File: src/rtl/rmw_pkg.sv
package rmw_pkg;
  typedef enum logic [2:0] {
    ST_IDLE,
    ST_RD_ISSUE,
    ST_RD_WAIT,
    ST_MERGE_WR,
    ST_DONE
  } rmw_state_e;
endpackage

File: src/rtl/rmw_lane_decode.sv
module rmw_lane_decode #(
  parameter int LANES  = 8,
  parameter int OFS_W  = $clog2(LANES),
  parameter int SIZE_W = $clog2(OFS_W + 1)
) (
  input  logic              lane_sel_i,
  input  logic [SIZE_W-1:0] size_i,
  input  logic [OFS_W-1:0]  ofs_i,
  input  logic [LANES-1:0]  be_i,
  output logic [LANES-1:0]  mask_o
);
  logic [2*LANES-1:0] span;
  logic [2*LANES-1:0] shifted;

  always_comb begin
    span = '0;
    for (int k = 0; k < LANES; k++) begin
      if (k < (32'd1 << size_i)) span[k] = 1'b1;
    end
    // lanes pushed past the top of the word are discarded
    shifted = span << ofs_i;
    mask_o  = lane_sel_i ? be_i : shifted[LANES-1:0];
  end
endmodule

File: src/rtl/rmw_lane_merge.sv
module rmw_lane_merge #(
  parameter int LANES  = 8,
  parameter int LANE_W = 8
) (
  input  logic [LANES*LANE_W-1:0] old_i,
  input  logic [LANES*LANE_W-1:0] new_i,
  input  logic [LANES-1:0]        mask_i,
  output logic [LANES*LANE_W-1:0] word_o
);
  for (genvar g = 0; g < LANES; g++) begin : g_lane
    assign word_o[g*LANE_W +: LANE_W] = mask_i[g] ? new_i[g*LANE_W +: LANE_W]
                                                  : old_i[g*LANE_W +: LANE_W];
  end
endmodule

File: src/rtl/rmw_lat_timer.sv
module rmw_lat_timer #(
  parameter int LAT   = 2,
  parameter int CNT_W = $clog2(LAT + 1)
) (
  input  logic clk_i,
  input  logic rst_ni,
  input  logic start_i,
  output logic expired_o
);
  logic [CNT_W-1:0] cnt_q;
  logic             busy_q;

  always_ff @(posedge clk_i or negedge rst_ni) begin
    if (!rst_ni) begin
      busy_q <= 1'b0;
      cnt_q  <= '0;
    end else if (start_i) begin
      busy_q <= 1'b1;
      cnt_q  <= CNT_W'(1);
    end else if (busy_q) begin
      if (cnt_q == CNT_W'(LAT)) busy_q <= 1'b0;
      else                      cnt_q  <= cnt_q + CNT_W'(1);
    end
  end

  assign expired_o = busy_q && (cnt_q == CNT_W'(LAT));
endmodule

File: src/rtl/rmw_byte_writer.sv
module rmw_byte_writer #(
  parameter int ADDR_W  = 12,
  parameter int DATA_W  = 64,
  parameter int RD_LAT  = 2,
  localparam int LANES   = DATA_W / 8,
  localparam int OFS_W   = $clog2(LANES),
  localparam int WADDR_W = ADDR_W - OFS_W,
  localparam int SIZE_W  = $clog2(OFS_W + 1)
) (
  input  logic               clk_i,
  input  logic               rst_ni,
  input  logic               req_valid_i,
  output logic               req_ready_o,
  input  logic               req_we_i,
  input  logic [ADDR_W-1:0]  req_addr_i,
  input  logic [DATA_W-1:0]  req_wdata_i,
  input  logic               req_lane_sel_i,
  input  logic [SIZE_W-1:0]  req_size_i,
  input  logic [LANES-1:0]   req_be_i,
  output logic               rsp_valid_o,
  output logic [DATA_W-1:0]  rsp_rdata_o,
  output logic [WADDR_W-1:0] mem_addr_o,
  output logic               mem_re_o,
  output logic               mem_we_o,
  output logic [DATA_W-1:0]  mem_wdata_o,
  input  logic [DATA_W-1:0]  mem_rdata_i
);
  import rmw_pkg::*;

  rmw_state_e         state_q, state_d;
  logic [WADDR_W-1:0] addr_q;
  logic [DATA_W-1:0]  wdata_q;
  logic [DATA_W-1:0]  hold_q;
  logic [LANES-1:0]   mask_q;
  logic               we_q;

  logic [LANES-1:0]   req_mask;
  logic [DATA_W-1:0]  merged;
  logic               accept;
  logic               mask_full;
  logic               mask_empty;
  logic               lat_done;

  rmw_lane_decode #(
    .LANES (LANES),
    .OFS_W (OFS_W),
    .SIZE_W(SIZE_W)
  ) u_decode (
    .lane_sel_i(req_lane_sel_i),
    .size_i    (req_size_i),
    .ofs_i     (req_addr_i[OFS_W-1:0]),
    .be_i      (req_be_i),
    .mask_o    (req_mask)
  );

  rmw_lane_merge #(
    .LANES (LANES),
    .LANE_W(8)
  ) u_merge (
    .old_i (mem_rdata_i),
    .new_i (wdata_q),
    .mask_i(mask_q),
    .word_o(merged)
  );

  rmw_lat_timer #(
    .LAT(RD_LAT)
  ) u_timer (
    .clk_i    (clk_i),
    .rst_ni   (rst_ni),
    .start_i  (state_q == ST_RD_ISSUE),
    .expired_o(lat_done)
  );

  assign req_ready_o = (state_q == ST_IDLE);
  assign accept      = req_valid_i && req_ready_o;
  assign mask_full   = &req_mask;
  assign mask_empty  = ~|req_mask;

  always_comb begin
    state_d = state_q;
    unique case (state_q)
      ST_IDLE: begin
        if (accept) begin
          if (!req_we_i)      state_d = ST_RD_ISSUE;
          else if (mask_empty) state_d = ST_IDLE;
          else if (mask_full)  state_d = ST_MERGE_WR;
          else                 state_d = ST_RD_ISSUE;
        end
      end
      ST_RD_ISSUE: state_d = ST_RD_WAIT;
      ST_RD_WAIT:  if (lat_done) state_d = we_q ? ST_MERGE_WR : ST_DONE;
      ST_MERGE_WR: state_d = ST_DONE;
      ST_DONE:     state_d = ST_IDLE;
      default:     state_d = ST_IDLE;
    endcase
  end

  always_ff @(posedge clk_i or negedge rst_ni) begin
    if (!rst_ni) begin
      state_q <= ST_IDLE;
      addr_q  <= '0;
      wdata_q <= '0;
      hold_q  <= '0;
      mask_q  <= '0;
      we_q    <= 1'b0;
    end else begin
      state_q <= state_d;
      if (accept && !(req_we_i && mask_empty)) begin
        addr_q  <= req_addr_i[ADDR_W-1:OFS_W];
        wdata_q <= req_wdata_i;
        hold_q  <= req_wdata_i;
        mask_q  <= req_we_i ? req_mask : '0;
        we_q    <= req_we_i;
      end else if (state_q == ST_RD_WAIT && lat_done) begin
        // reads carry an empty mask, so the fetched word passes unchanged
        hold_q <= merged;
      end
    end
  end

  assign mem_addr_o  = addr_q;
  assign mem_re_o    = (state_q == ST_RD_ISSUE);
  assign mem_we_o    = (state_q == ST_MERGE_WR);
  assign mem_wdata_o = hold_q;
  assign rsp_valid_o = (state_q == ST_DONE) && !we_q;
  assign rsp_rdata_o = hold_q;
endmodule

File: config.mk
export PLATFORM = sky130hd
export DESIGN_NAME = rmw_byte_writer
export DESIGN_NICKNAME = d
export VERILOG_FILES = /design/src/rtl/rmw_pkg.sv /design/src/rtl/rmw_lane_decode.sv /design/src/rtl/rmw_lane_merge.sv /design/src/rtl/rmw_lat_timer.sv /design/src/rtl/rmw_byte_writer.sv
export SDC_FILE = /design/constraint.sdc
export NUM_CORES = 1
export LEC_CHECK = 0
export BUFFER_PORTS_ARGS = -buffer_cell sky130_fd_sc_hd__buf_4
export CORE_AREA = 2 2 137 139
export CTS_CLUSTER_SIZE = 12
export DETAILED_ROUTE_END_ITERATION = 16
export DIE_AREA = 0 0 139 141
export MAX_ROUTING_LAYER = met4
export PLACE_DENSITY = 0.79
export SYNTH_ARGS = -nofsm -noshare
export SYNTH_HDL_FRONTEND = slang
export SYNTH_SLANG_ARGS = --single-unit
File: constraint.sdc
create_clock -name clk_i -period 2.5 [get_ports clk_i]
set_input_delay 0 -clock clk_i [delete_from_list [all_inputs] [get_ports clk_i]]
set_output_delay 0 -clock clk_i [all_outputs]
set_load 0.005 [all_outputs]
==> flow_summary.toml, run 1 <==
[outcome]
outcome = "finished, final reports clean"

[timing]
hold_violations = 0
relSlewSlack = 0.581
setup_viol = 0
rsz0062_at_grt = "false"
slew_viol_final = 0
finClkSkew_ns = 0.0126
fmax_mhz = 457
whs_ns = 0.0156
tightest_slew_ns = 0.628
setup_ws_ns = 0.312
post-route-period-util = 0.875
fin_crit_ns = 2.19

[clock_tree]
numCtsBuffers = 17
clkTransAtPathRegs_ns = 0.07
cts_tree = "yes"
cts-root-buf = "clkbuf_16"
clock_latency_ns = 0.41
cts_buffer_depth = 2
cts_setup_buffers = 0
ctsHtreeMaxLevel = 4
cts.sinks = 152

[synthesis]
synthSimpleGateAreaFrac = 0.0594
synthAdderAreaFrac = 0.00146
yosys_warnings = 0
synth_top_family_by_area = "multiplexers"
postSynthCellCount = 691
yosys.area.top_type = "dfrtp_1"
avgSynthCellArea_um2 = 12.4
async_reset_ff_frac = 1.00
synthesis.nets = 847
yosysSeqAreaShare = 0.444
synth_compound_area_frac = 0.0736
synth_cell_types = 46
netlist_top_cells_area = "dfrtp_1, mux2_4, mux2i_1"
synth-xor-area-share = 0.00102
synth_edf_count = 0
muxShareOfSynthArea = 0.313
synth_ff_type = "dfrtp_1"
ys_ff_latch = 152
synthesis.area_um2 = 8570
yosysTopAreaCellShare = 0.444

[placed_design]
gp_congestion = 0.842
dpl_worst_slack_ns = -0.00785
port_buffers = 295
hpwl_um = 14800

[floorplanning]
fp.dieW_um = 139
start_util = 0.469
die_h_um = 141
rows = 50
die_area_um2 = 19600
ios = 296
core_um2 = 18300

[grt]
met2_usage = 0.392
antenna_found_initial = 0
globalRouteMet1Util = 0.268
grt_pass1_wl_um = 34800
grtUsageMet3 = 0.0414
grt_max_degree = 129
grt_util_all_layers = 0.228
grt_overflow = 0
grt_busiest_layer = "met2"
grt_pass1_vias = 6738

[setup_path]
crit_buf_inv = 2
startpoint_type = "register"
critical-path-slowest-cell = "dfrtp_1"
crit_fanout = 128
path_delay_family = "simple AND/OR/NAND/NOR gates"
critPathKind = "reg2reg"
cp_data_required_time_ns = 2.79
slowest_delay_ns = 0.36
endpoint_kind = "register"
critPathArrivalTime_ns = 2.48
cp_cell_sequence = "inv_1 > ha_1 > nand3_1 > or3_4 > buf_12 > nand2_1 > o21ai_0 > mux2_4"

[cells_and_area]
layout_commonest_cell = "buf_4"
antenna_cells = 0
num-fill-cells = 1361
final_nets = 1157
drive_above_1_share = 0.478
regArea_um2 = 3800
final_cell_mix = "buf_4, dfrtp_1, mux2_4, dlygate4sd3_1, nand2_1"
multi_input_area_um2 = 3850
syn2layout_area_growth_pct = 38.8

[hold_path]
hp-class = "in2reg"

[route]
firstDrtPassIters = 4
viasPerCell = 5.06
drc = 0
wire_per_inst_um = 17.4
wirelength_um = 21700
vias = 6319
dr.first_iter.drc_count = 254
ant_nets = 0

[power_and_ir_drop]
worst_ir_drop_vdd_v = 0.000553
p_leak_nw = 5.96
p_per_area_nw_per_um2 = 1220

[job]
cap_violations = 0
[worst reg2reg max path: cells and delay by family, from the launching register on]
family | cells | cell delay (ns)
adders and majority gates | 1 | 0.19
muxes | 1 | 0.30
buffers and inverters | 2 | 0.28
and+or+nand+nor | 3 | 0.80
AOI/OAI and AO/OA | 1 | 0.12
DFF | 1 | 0.36
[power by group]
part           switching (W)  total (W)  internal (W)
Clock                0.00101    0.00261       0.00160
Combinational        0.00227    0.00682       0.00454
Sequential           0.00128    0.00502       0.00374
Total                0.00456     0.0145       0.00989
[area by class of cell]
class / instances / share of cell area
timing repair buffer: 401 / 0.280
sequential: 152 / 0.320
multi-input combinational: 424 / 0.324
clock inverter: 11 / 0.0122
tap: 234 / 0.0246
inverter: 5 / 0.00158
clock buffer: 21 / 0.0379
[metal layers]
layer  up-vias  wire, um  part of all wire
met1      3096      9060              0.42
met2       200     11300              0.52
met5         -         0                 0
met4         0       480             0.022
met3        42       855             0.039
li1       2981         -                 -
[synth_stat cells (2+ instances only)]
library cell / n
o2bb2ai_1: 5
mux2_2: 6
a21o_1: 3
clkbuf_1: 19
nand2_1: 74
nand2b_1: 2
nor4_1: 2
mux2i_1: 65
or2_2: 2
and2_1: 2
nor2b_1: 4
nor3_1: 7
o21a_1: 3
nor4b_1: 2
buf_4: 64
a21oi_1: 10
buf_12: 14
nor2_1: 8
a32o_1: 2
a211o_1: 2
nor3b_1: 4
a211oi_1: 3
mux2_4: 130
nand3_1: 2
inv_1: 5
dfrtp_1: 152
buf_1: 9
buf_2: 2
o21ai_0: 71
[registers in the layout, indices dropped and copies added, names as in the netlist]
signal,cells
u_timer.busy_q,1
mem_wdata_o,64
mask_q,8
wdata_q,64
u_timer.cnt_q,2
state_q,3
we_q,1
mem_addr_o,9
[cell families after synthesis]
group,count (synthesis)
muxes,202
and+or+nand+nor,113
xor gates and xnor gates,1
AOI/OAI and AO/OA,107
buffers and inverters,115
DFF,152
adders and majority gates,1
[through the flow]
stage / area (um2) / power [W] / TNS [ns] / instances / utilization
floorplan: 8570 / 0.00977 / 0 / 691 / -
global placement: 10400 / 0.0114 / -0.171 / 1130 / 0.571
detailed placement: 10400 / 0.0117 / -0.0423 / 1130 / 0.571
CTS: 11900 / 0.0145 / 0 / 1248 / 0.651
global route: 11900 / 0.0153 / 0 / 1248 / 0.651
finish: 11900 / 0.0145 / 0 / 1248 / 0.651
[final timing paths]
kind | start | end | slack [ns] | cells past startpoint
max in group asynchronous | rst_ni | wdata_q[49] | 1.69 | 3
hold / removal | mem_rdata_i[29] | mem_wdata_o[29] | 0.02 | 4
setup reg to reg | u_timer.cnt_q[0] | mem_wdata_o[7] | 0.31 | 8
setup / recovery | u_timer.cnt_q[0] | mem_wdata_o[7] | 0.31 | 8
min in group asynchronous | rst_ni | wdata_q[8] | 0.06 | 2
hold reg to reg | wdata_q[62] | wdata_q[62] | 0.51 | 1
[repair_timing]
item,4_1_cts,5_1_grt
endpoints found under the hold margin,298,0
gates resized for setup,0,0
hold buffers,86,0
(Power assumes the default switching activity.)
==> inputs of run 2 (changes only) <==
--- a/config.mk
+++ b/config.mk
@@ -6,12 +6,13 @@
 export NUM_CORES = 1
 export LEC_CHECK = 0
 export BUFFER_PORTS_ARGS = -buffer_cell sky130_fd_sc_hd__buf_4
-export CORE_AREA = 2 2 137 139
+export CORE_AREA = 2 2 102 178
 export CTS_CLUSTER_SIZE = 12
 export DETAILED_ROUTE_END_ITERATION = 16
-export DIE_AREA = 0 0 139 141
+export DIE_AREA = 0 0 104 180
 export MAX_ROUTING_LAYER = met4
 export PLACE_DENSITY = 0.79
 export SYNTH_ARGS = -nofsm -noshare
 export SYNTH_HDL_FRONTEND = slang
+export SYNTH_HIERARCHICAL = 1
 export SYNTH_SLANG_ARGS = --single-unit
==> flow_summary.toml, run 2 <==
[synthesis]
yosysSeqAreaShare = 0.468
netlist_top_cells_area = "dfrtp_1, mux2_4, mux2i_1"
async_reset_ff_frac = 1.00
synth_common_cells = "dfrtp_1, o21ai_0, inv_1"
yosys_warnings = 6
synth_cell_types = 46
synthesis.nets = 911
avgSynthCellArea_um2 = 10.8
synth_edf_count = 0
postSynthCellCount = 755
yosysTopAreaCellShare = 0.468
yosys.area.top_type = "dfrtp_1"
synthesis.area_um2 = 8140
ys_ff_latch = 152
synth_ff_type = "dfrtp_1"
synth.most_common_cell = "dfrtp_1"

[cells_and_area]
antenna_cells = 0
fin_area_um2 = 11700
syn2layout_area_growth_pct = 43.4
final_nets = 1235
final_util = 0.674
final_cell_mix = "buf_4, dfrtp_1, dlygate4sd3_1, o21ai_0, inv_1"
drive_above_1_share = 0.387
layout_commonest_cell = "buf_4"

[power_and_ir_drop]
p_per_area_nw_per_um2 = 1100
comb_power_share = 0.411
swShare = 0.342
worst_ir_drop_vdd_v = 0.000602
clockPowerShare = 0.207
fin_total_pwr_w = 0.0128
p_int_w = 0.00843
p_leak_nw = 5.53
seq_power_share = 0.382
p_sw_w = 0.00437

[timing]
rsz0062_at_grt = "false"
tightest_slew_ns = 0.782
relSlewSlack = 0.478
finClkSkew_ns = 0.0141
post-route-period-util = 0.903
fin_crit_ns = 2.26
setup_viol = 0
slew_viol_final = 0
fmax_mhz = 443
setup_ws_ns = 0.243
hold_violations = 0
finalSetupTns_ns = 0

[grt]
grt_pass1_wl_um = 37000
antenna_found_initial = 0
grt_util_all_layers = 0.257
grt_overflow = 0
grt_max_degree = 81
grt_pass1_vias = 7077

[setup_path]
startpoint_type = "register"
cp_data_required_time_ns = 2.78
critPathArrivalTime_ns = 2.53
crit_fanout = 32
endpoint_kind = "register"
critPathKind = "reg2reg"

[clock_tree]
cts_tree = "yes"
numCtsBuffers = 17
cts_setup_buffers = 0
cts-root-buf = "clkbuf_16"
clock_latency_ns = 0.42
cts.sinks = 152
clkTransAtPathRegs_ns = 0.07
cts_buffer_depth = 2
ctsHtreeMaxLevel = 4

[floorplanning]
start_util = 0.470
die_area_um2 = 18700
ios = 296
die_h_um = 180
core_um2 = 17300
rows = 64
fp.dieW_um = 104

[job]
cap_violations = 0

[outcome]
outcome = "finished, final reports clean"

[route]
vias = 6732
viasPerCell = 5.09
drc = 0
firstDrtPassIters = 5
wirelength_um = 23300
wire_per_inst_um = 17.6
ant_nets = 0
dr.first_iter.drc_count = 340

[hold_path]
hp-class = "in2reg"

[placed_design]
dpl_worst_slack_ns = 0.405
placed_area_um2 = 9960
gp_congestion = 0.845
hpwl_um = 14900
port_buffers = 295
==> run 2: stage by stage <==
step,hold slack (ns),std cells
3_5_place_dp,0.0869,1181
5_1_grt,0.0239,1322
2_1_floorplan,-0.296,755
4_1_cts,0.0000752,1322
3_3_place_gp,0.0830,1181
6_report,0.0133,1322
==> run 2: power groups by stage <==
stage | logic, W | clock network, W | registers (W)
after CTS | 0.00520 | 0.00270 | 0.00486
after floorplan | 0.00375 | 0 | 0.00438
final | 0.00527 | 0.00265 | 0.00490
after global placement | 0.00487 | 0 | 0.00483
after global routing | 0.00575 | 0.00280 | 0.00506
after detailed placement | 0.00502 | 0 | 0.00489
==> run 2: path summary, 6_finish.rpt <==
kind / cells after the start / slack, ns / start / end
worst min register to register: 1 / 0.52 / mem_addr_o[3] / mem_addr_o[3]
min in group asynchronous: 2 / 0.19 / rst_ni / wdata_q[55]
max in group asynchronous: 3 / 1.60 / rst_ni / mem_wdata_o[61]
worst max register to register: 7 / 0.24 / u_timer/cnt_q[0] / mem_wdata_o[45]
worst max-delay path: 7 / 0.24 / u_timer/cnt_q[0] / mem_wdata_o[45]
worst min-delay path: 4 / 0.01 / mem_rdata_i[48] / mem_wdata_o[48]
==> run 2: critical path, cell delays in order, from the launching register on <==
cell     delay [ns]
dfrtp_1        0.39
inv_1          0.07
ha_1           0.20
and2_2         0.20
nor3b_2        0.38
buf_12         0.30
mux2i_1        0.38
o21ai_1        0.17
==> run 2: cell families after synthesis <==
family / count (synthesis) / synth area share
mux: 141 / 0.215
simple gates: 111 / 0.0612
fa+ha+maj: 1 / 0.00154
buf+inv: 185 / 0.143
flops: 152 / 0.468
compound gates: 165 / 0.112
==> run 2: final cells by class <==
class	count	area, um2
clock buffers	20	457
clock inverters	11	146
fillers	1285	5630
inverters	74	278
multi-input cells	418	3190
flip-flops and latches	152	3800
well taps	231	289
repair buffers	416	3500
==> run 2: what timing repair did <==
item                                   4_1_cts  5_1_grt
hold buffers                               110        0
resized for setup                            0        0
endpoints found under the hold margin      224        0
==> run 2: per-layer routing <==
layer / routed length (um) / share of wire / global-route usage
met1: 8630 / 0.37 / 0.276
met2: 12700 / 0.55 / 0.453
met3: 872 / 0.037 / 0.0442
met4: 1050 / 0.045 / 0.132
met5: 0 / 0 / -
==> inputs of run 3 (changes only) <==
==> constraint.sdc (replaced) <==
create_clock -name clk_i -period 2.38 [get_ports clk_i]
set_input_delay 0.238 -clock clk_i [delete_from_list [all_inputs] [get_ports clk_i]]
set_output_delay 0.238 -clock clk_i [all_outputs]
set_load 0.005 [all_outputs]
==> flow_summary.toml, run 3 (synthesized netlist as in run 2, its figures left out) <==
[cells_and_area]
drive_above_1_share = 0.433
final_cell_mix = "buf_4, dfrtp_1, o21ai_0, inv_1, nand2_1"
syn2layout_area_growth_pct = 29.9
fin_area_um2 = 10600
final_nets = 1130
final_util = 0.611
antenna_cells = 0
num-fill-cells = 1451
layout_commonest_cell = "buf_4"

[route]
dr.first_iter.drc_count = 224
ant_nets = 0
viasPerCell = 4.87
drc = 0
firstDrtPassIters = 4
wire_per_inst_um = 16.5
vias = 5935
wirelength_um = 20000

[floorplanning]
rows = 64
die_h_um = 180
die_area_um2 = 18700
ios = 296
core_um2 = 17300
start_util = 0.470
fp.dieW_um = 104

[timing]
fin_crit_ns = 2.14
finClkSkew_ns = 0.0121
post-route-period-util = 0.897
relSlewSlack = 0.547
fmax_mhz = 468
setup_viol = 0
rsz0062_at_grt = "false"
slew_viol_final = 0
tightest_slew_ns = 0.680
finalSetupTns_ns = 0
hold_violations = 0

[clock_tree]
cts_buffer_depth = 2
cts_resized = 0
cts_tree = "yes"
numCtsBuffers = 17
cts.sinks = 152
clock_latency_ns = 0.41
ctsHtreeMaxLevel = 4
clkTransAtPathRegs_ns = 0.07
cts-root-buf = "clkbuf_16"

[outcome]
outcome = "finished, final reports clean"

[grt]
grt_util_all_layers = 0.223
grt_overflow = 0
grt_max_degree = 79
met2_usage = 0.396
grt_pass1_vias = 6199
grtUsageMet3 = 0.0424
globalRouteMet1Util = 0.248
antenna_found_initial = 0
grt_pass1_wl_um = 32200
grt_busiest_layer = "met2"

[power_and_ir_drop]
worst_ir_drop_vdd_v = 0.000536
p_leak_nw = 5.08
p_per_area_nw_per_um2 = 1220

[job]
cap_violations = 0

[setup_path]
cp_data_required_time_ns = 2.68
crit_fanout = 78
endpoint_kind = "register"
startpoint_type = "register"
critPathKind = "reg2reg"
critPathArrivalTime_ns = 2.43

[placed_design]
hpwl_um = 14900
gp_congestion = 0.831
port_buffers = 295
placed_area_um2 = 9990

[hold_path]
hp-class = "in2reg"
run 3: path summary, 6_finish.rpt:
check / to / slack [ns] / cells past startpoint / startpoint
worst max-delay path: mem_addr_o[1] / 0.24 / 4 / state_q[1]
worst min-delay path: wdata_q[52] / 0.04 / 3 / req_wdata_i[52]
worst max register to register: mem_addr_o[1] / 0.24 / 4 / state_q[1]
worst min register to register: mem_addr_o[6] / 0.51 / 1 / mem_addr_o[6]
max in group asynchronous: mask_q[5] / 1.35 / 3 / rst_ni
min in group asynchronous: wdata_q[5] / 0.36 / 2 / rst_ni
run 3: area by class of cell:
type | count | area (um2) | area share
clock inverter | 14 | 139 | 0.0131
sequential | 152 | 3800 | 0.360
clock buffer | 18 | 429 | 0.0406
timing repair buffer | 311 | 2440 | 0.231
inverter | 74 | 278 | 0.0263
multi-input combinational | 418 | 3190 | 0.302
tap | 231 | 289 | 0.0274
run 3: power by group:
group | leakage [nW] | internal, W | switching [W]
sequential | 1.88 | 0.00384 | 0.00121
clock | 0.276 | 0.00147 | 0.00114
combinational | 2.93 | 0.00321 | 0.00206
run 3: through the flow:
stage,std cells,total power [W],hold slack (ns),setup slack [ns]
floorplan,755,0.00854,-0.0576,0.298
detailed placement,1185,0.0104,0.239,0.0780
CTS,1218,0.0131,0.0244,0.253
global route,1218,0.0138,0.0319,0.181
finish,1218,0.0129,0.0443,0.244
global placement,1185,0.0102,0.233,0.123
run 3: repair_timing:
| item | in CTS | in global routing |
|---|---|---|
| hold buffers | 1 | 0 |
| endpoints found under the hold margin | 53 | 0 |
| setup buffers | 0 | 0 |
| endpoints found under the setup margin | 0 | 0 |
run 3: worst max-delay path, stage by stage, from the launching register on:
cell,delay (ns)
dfrtp_1,0.45
or4b_1,0.58
a31oi_4,0.27
buf_12,0.31
mux2_2,0.38
run 3: metal layers:
layer  routed length (um)  up-vias
li1                     -     2916
met1                 7890     2850
met2                11000      147
met3                  690       22
met4                  431        0
met5                    0        -
